File: src/rtl/scw_pkg.sv
package scw_pkg;
  localparam int unsigned FALLBACK_LINES = 28571;
  localparam int unsigned NCAUSE = 4;
  localparam int unsigned STAT_W = 16;

  typedef enum logic [1:0] {ST_IDLE, ST_RUN, ST_PASS, ST_EXPIRED} wd_state_e;

  // flag index: 0 abort, 1 timeout, 2 nack0, 3 nack1
  function automatic int unsigned flag_pos(int unsigned idx);
    case (idx)
      0: flag_pos = 4;
      1: flag_pos = 8;
      2: flag_pos = 12;
      default: flag_pos = 14;
    endcase
  endfunction

  function automatic int unsigned deadline_lines(int unsigned vtot, int unsigned fps,
                                                 int unsigned ms);
    int unsigned line_us;
    if (vtot * fps == 0) return 0;
    line_us = 1000000 / (vtot * fps);
    if (line_us == 0) return 0;
    return (ms * 1000) / line_us;
  endfunction
endpackage

File: src/rtl/scw_rise.sv
module scw_rise (
  input  logic clk_i,
  input  logic rst_ni,
  input  logic sig_i,
  output logic rise_o
);
  logic sig_q;
  always_ff @(posedge clk_i or negedge rst_ni)
    if (!rst_ni) sig_q <= 1'b0;
    else         sig_q <= sig_i;
  assign rise_o = sig_i & ~sig_q;
endmodule

File: src/rtl/scw_line_timer.sv
module scw_line_timer #(
  parameter int unsigned LINE_W     = 16,
  parameter int unsigned POLL_LINES = 8
) (
  input  logic              clk_i,
  input  logic              rst_ni,
  input  logic              load_i,
  input  logic [LINE_W-1:0] load_val_i,
  input  logic              run_i,
  input  logic              tick_i,
  output logic              expire_o,
  output logic              poll_o
);
  localparam int unsigned PW = (POLL_LINES > 2) ? $clog2(POLL_LINES) : 1;
  localparam logic [PW-1:0] PMAX = PW'(POLL_LINES - 1);

  logic [LINE_W-1:0] cnt_q;
  logic [PW-1:0]     pcnt_q;
  logic              poll_q;

  assign expire_o = run_i && tick_i && (cnt_q == LINE_W'(1));
  assign poll_o   = poll_q;

  always_ff @(posedge clk_i or negedge rst_ni) begin
    if (!rst_ni) begin
      cnt_q  <= '0;
      pcnt_q <= '0;
      poll_q <= 1'b0;
    end else if (load_i) begin
      cnt_q  <= load_val_i;
      pcnt_q <= '0;
      poll_q <= 1'b0;
    end else begin
      poll_q <= 1'b0;
      if (run_i && tick_i) begin
        if (cnt_q != '0) cnt_q <= cnt_q - LINE_W'(1);  // saturate at zero
        if (pcnt_q == PMAX) begin
          pcnt_q <= '0;
          poll_q <= ~expire_o;
        end else begin
          pcnt_q <= pcnt_q + PW'(1);
        end
      end
    end
  end
endmodule

File: src/rtl/scw_flags.sv
module scw_flags
  import scw_pkg::*;
(
  input  logic              clk_i,
  input  logic              rst_ni,
  input  logic [NCAUSE-1:0] set_i,
  input  logic              clr_wr_i,
  input  logic [STAT_W-1:0] clr_data_i,
  output logic [STAT_W-1:0] stat_o,
  output logic              any_o
);
  logic [NCAUSE-1:0] flag_q;

  for (genvar g = 0; g < NCAUSE; g++) begin : g_flag
    localparam int unsigned POS = flag_pos(g);
    always_ff @(posedge clk_i or negedge rst_ni)
      if (!rst_ni)                           flag_q[g] <= 1'b0;
      else if (set_i[g])                     flag_q[g] <= 1'b1;  // set beats clear
      else if (clr_wr_i && clr_data_i[POS+1]) flag_q[g] <= 1'b0;
  end

  always_comb begin
    stat_o = '0;
    for (int i = 0; i < NCAUSE; i++) stat_o[flag_pos(i)] = flag_q[i];
  end
  assign any_o = |flag_q;
endmodule

File: src/rtl/scrambler_watchdog.sv
module scrambler_watchdog
  import scw_pkg::*;
#(
  parameter int unsigned LINE_W      = 16,
  parameter int unsigned POLL_LINES  = 8,
  parameter int unsigned V_ACTIVE    = 2160,
  parameter int unsigned V_FPORCH    = 8,
  parameter int unsigned V_SYNC      = 10,
  parameter int unsigned V_BPORCH    = 72,
  parameter int unsigned FPS         = 60,
  parameter int unsigned DEADLINE_MS = 200
) (
  input  logic              clk_i,
  input  logic              rst_ni,
  input  logic              cfg_en_i,
  input  logic              restart_i,
  input  logic [LINE_W-1:0] timeout_lines_i,
  input  logic              hsync_i,
  input  logic              rd_valid_i,
  input  logic              rd_status_i,
  input  logic              ddc_abort_i,
  input  logic              ddc_nack0_i,
  input  logic              ddc_nack1_i,
  input  logic              clr_wr_i,
  input  logic [15:0]       clr_data_i,
  output logic              poll_req_o,
  output logic              irq_o,
  output logic [15:0]       stat_o
);
  localparam int unsigned V_TOTAL = V_ACTIVE + V_FPORCH + V_SYNC + V_BPORCH;
  localparam int unsigned CALC    = deadline_lines(V_TOTAL, FPS, DEADLINE_MS);
  localparam int unsigned DEF_LINES =
    (CALC == 0 || CALC >= (1 << LINE_W)) ? FALLBACK_LINES : CALC;

  wd_state_e         state_q, state_d;
  logic              tick, load, run, expire, poll, good, timeout_set;
  logic [LINE_W-1:0] load_val;
  logic [NCAUSE-1:0] set_vec;

  assign load     = cfg_en_i & restart_i;
  assign run      = cfg_en_i & ~restart_i & (state_q == ST_RUN);
  assign load_val = (timeout_lines_i == '0) ? LINE_W'(DEF_LINES) : timeout_lines_i;
  assign good     = run & rd_valid_i & rd_status_i;
  assign timeout_set = expire & ~good;

  scw_rise i_rise (
    .clk_i  (clk_i),
    .rst_ni (rst_ni),
    .sig_i  (hsync_i),
    .rise_o (tick)
  );

  scw_line_timer #(.LINE_W(LINE_W), .POLL_LINES(POLL_LINES)) i_timer (
    .clk_i      (clk_i),
    .rst_ni     (rst_ni),
    .load_i     (load),
    .load_val_i (load_val),
    .run_i      (run),
    .tick_i     (tick),
    .expire_o   (expire),
    .poll_o     (poll)
  );

  always_comb begin
    state_d = state_q;
    if (!cfg_en_i)              state_d = ST_IDLE;
    else if (restart_i)         state_d = ST_RUN;
    else if (state_q == ST_RUN) begin
      if (good)                 state_d = ST_PASS;
      else if (expire)          state_d = ST_EXPIRED;
    end
  end

  always_ff @(posedge clk_i or negedge rst_ni)
    if (!rst_ni) state_q <= ST_IDLE;
    else         state_q <= state_d;

  assign set_vec = {ddc_nack1_i & cfg_en_i, ddc_nack0_i & cfg_en_i,
                    timeout_set, ddc_abort_i & cfg_en_i};

  scw_flags i_flags (
    .clk_i      (clk_i),
    .rst_ni     (rst_ni),
    .set_i      (set_vec),
    .clr_wr_i   (clr_wr_i),
    .clr_data_i (clr_data_i),
    .stat_o     (stat_o),
    .any_o      (irq_o)
  );

  assign poll_req_o = poll & cfg_en_i;
endmodule

File: config.mk
export PLATFORM = sky130hd
export DESIGN_NAME = scrambler_watchdog
export DESIGN_NICKNAME = d
export VERILOG_FILES = /design/src/rtl/scw_pkg.sv /design/src/rtl/scw_rise.sv /design/src/rtl/scw_line_timer.sv /design/src/rtl/scw_flags.sv /design/src/rtl/scrambler_watchdog.sv
export SDC_FILE = /design/constraint.sdc
export NUM_CORES = 1
export LEC_CHECK = 0
export BUFFER_PORTS_ARGS = -buffer_cell sky130_fd_sc_hd__buf_2
export CAP_MARGIN = 25
export CORE_ASPECT_RATIO = 1.4
export CORE_MARGIN = 2
export CORE_UTILIZATION = 41
export CTS_BUF_LIST = sky130_fd_sc_hd__clkbuf_8
export DETAILED_ROUTE_END_ITERATION = 8
export GPL_TIMING_DRIVEN = 0
export PLACE_DENSITY = 0.72
export SKIP_CTS_REPAIR_TIMING = 1
export SLEW_MARGIN = 20
export SYNTH_ARGS = -nofsm -noshare
export SYNTH_HDL_FRONTEND = slang
export SYNTH_SLANG_ARGS = --single-unit
File: constraint.sdc
create_clock -name clk_i -period 4 [get_ports clk_i]
set_input_delay 0.4 -clock clk_i [delete_from_list [all_inputs] [get_ports clk_i]]
set_output_delay 0.4 -clock clk_i [all_outputs]
set_load 0.02 [all_outputs]
==> metrics.txt <==
status=finished, final reports clean; most frequent cells after synthesis=dfrtp_1 (27), nand2_1 (14), buf_4 (13); die height=82.79 um; FP Rows=28; maximum operating frequency=386.2 MHz; register area share after synthesis=37.16%; Mapped Avg Cell Area=9.182 um2; clk sinks=27; top-level port count=61; Crit path largest cell delay=0.59 ns; post-detailed-route count of antenna-violating nets=0; Num CTS Buffers=3; first-pass GRT wire length=7748 um; share of cells above drive strength 1=26.10%; critical path's slowest cell=nor3b_1; crit path max fanout=6; htree depth=1; Placed Area=2115 um2; fin crit share=64.73%; post-synth top area share=37.16%; Post-synth EDFFs=0; post-synth cell types=53; final instance area=2161 um2; Clock Skew=0.004083 ns; Max Cap Viol=0; worst path arrival time=2.74 ns; CP Cell Sequence=inv_1, ha_1, nor3b_1, nand4_1, o21ai_1, o211ai_1; Tmin final=2.589 ns; Fin Setup TNS=0 ns; Final WS setup=1.411 ns; Top FF cell, synth=dfrtp_1; leak pwr=0.8832 nW; Core Region=4239 um2; routed wire length=4766 um; Slew HR=44.52%; WL/cell=15.42 um; grt total ovfl=0; Final Slew Violations=0; PortBufs=36; PD cells=361.0 nW/um2; GRT Resource Usage Total=20.68%; Synth async-reset ratio=100.0%; vias in the first global route=1649; synth top area cells=dfrtp_1 (37%), buf_4 (5.4%), or4_1 (3.3%); Final setup viols=0; largest net degree at the start of global routing=28; Final HPWL DP=3595 um; Ant. Diodes=0; clk slew on worst S/H paths=0.09 ns; Max VDD drop=151.5 uV; clock root buffer=clkbuf_8; cell count after synthesis=198; vias per inst=5.670; Synthesis Warnings=0; post-synth top area cell=dfrtp_1; placement-stage worst setup slack=1.449 ns; Hold Path Class=primary input to async pin; CP Launch Type=flip-flop; antenna violations before repair=0; Slew @ Worst Pin=0.8258 ns; DRC errors left=0; Vias=1752; Synth Register Bits=27; routability cong.=0.9826; CTS tree=built; initial core utilization=42.89%; Die X-Extent=60.28 um; Fin. Hold Viols=0; Mapped Area=1818 um2; Hold Slack=0.1147 ns; number of iterations in the first detailed-routing pass=6; count leader, synth=dfrtp_1; P&R area growth vs syn=18.86%; RSZ-0062 raised after global routing=false; Die ar.=4991 um2; initial detailed-routing violation count=79; Worst setup EP type=flip-flop; total power=0.7801 mW; required time worst endpoint=4.15 ns; Clock Tree Buf Depth=2; Nets=297; Setup CP Type=flip-flop to flip-flop; fill count=416; clock latency on the worst-skew pair=0.28 ns
-- worst paths after layout --
path	startpoint	end	slack, ns	depth (start not counted)
setup / recovery	i_timer.cnt_q[0]	i_timer.cnt_q[7]	1.41	6
hold / removal	rst_ni	i_flags.stat_o[4]	0.11	1
setup reg to reg	i_timer.cnt_q[0]	i_timer.cnt_q[7]	1.41	6
hold reg to reg	i_flags.stat_o[8]	i_flags.stat_o[8]	0.50	2
max in group asynchronous	rst_ni	i_timer.cnt_q[2]	3.50	1
min in group clk_i	hsync_i	i_rise.sig_q	0.23	1
-- logic make-up after synthesis --
| group | count (synthesis) | share of synthesized area [%] |
|---|---|---|
| AND/OR/NAND/NOR | 71 | 23.68 |
| flip-flops | 27 | 37.16 |
| AO/OA/AOI/OAI | 64 | 26.02 |
| adder cells (fa/ha/maj) | 4 | 2.753 |
| other | 1 | 0.2063 |
| buffers and inverters | 29 | 9.084 |
| multiplexers | 2 | 1.101 |
-- power by group --
part           internal, mW  leakage, nW  switching (mW)
Combinational         0.100        0.530           0.132
Clock                0.0701       0.0255          0.0903
Sequential            0.320        0.328          0.0676
-- layout make-up --
cell class | instances | area [um2] | area share (%)
multi-input combinational | 153 | 1018 | 47.13
sequential | 27 | 675.6 | 31.27
timing repair buffer | 36 | 180.2 | 8.338
buffer | 23 | 142.6 | 6.601
tap | 60 | 75.07 | 3.474
clock buffer | 3 | 41.29 | 1.911
inverter | 6 | 22.52 | 1.042
clock inverter | 1 | 5.005 | 0.2316
-- registers in the layout (all words and copies together) (netlist names) --
signal	cells
i_flags.stat_o	4
state_q	2
i_timer.cnt_q	16
i_timer.pcnt_q	3
i_timer.poll_o	1
i_rise.sig_q	1
-- metrics by stage --
stage | cells | util [%]
4_1_cts | 309 | 50.97
3_5_place_dp | 305 | 49.88
5_1_grt | 309 | 50.97
3_3_place_gp | 305 | 49.88
6_report | 309 | 50.97
2_1_floorplan | 209 | -
-- metal layers --
metal	track usage (%)	share of wire, %	wire (um)
met5	0	0	0
met4	10.22	2.0	93
met3	3.721	7.3	349
met2	34.78	49	2348
met1	24.95	41	1975
-- cells in the final DEF, fill, tap and decap left out, drive strengths merged, types with 2 or more instances in the layout --
master	count
ha	4
o2bb2ai	3
buf	51
nor3b	2
nor2	8
and2	2
nand3	7
nand4	2
o21a	2
o221ai	4
o41ai	2
o21ai	11
a211oi	7
o22a	2
a22oi	2
nor3	6
clkbuf	11
a21oi	8
dfrtp	27
o22ai	7
inv	6
a22o	3
nand2	14
mux2i	2
or3	4
o31ai	4
nor4	8
a2bb2oi	2
conb	12
nand2b	3
or4	10
-- worst max-delay path, delay by kind of cell (launching register included) --
kind / cells / cell delay [ns]
AOI/OAI and AO/OA: 2 / 0.68
buffers and inverters: 1 / 0.12
and+or+nand+nor: 2 / 1.00
adders and majority gates: 1 / 0.22
DFF: 1 / 0.44
Note: power is estimated with default switching activity, not from simulation.
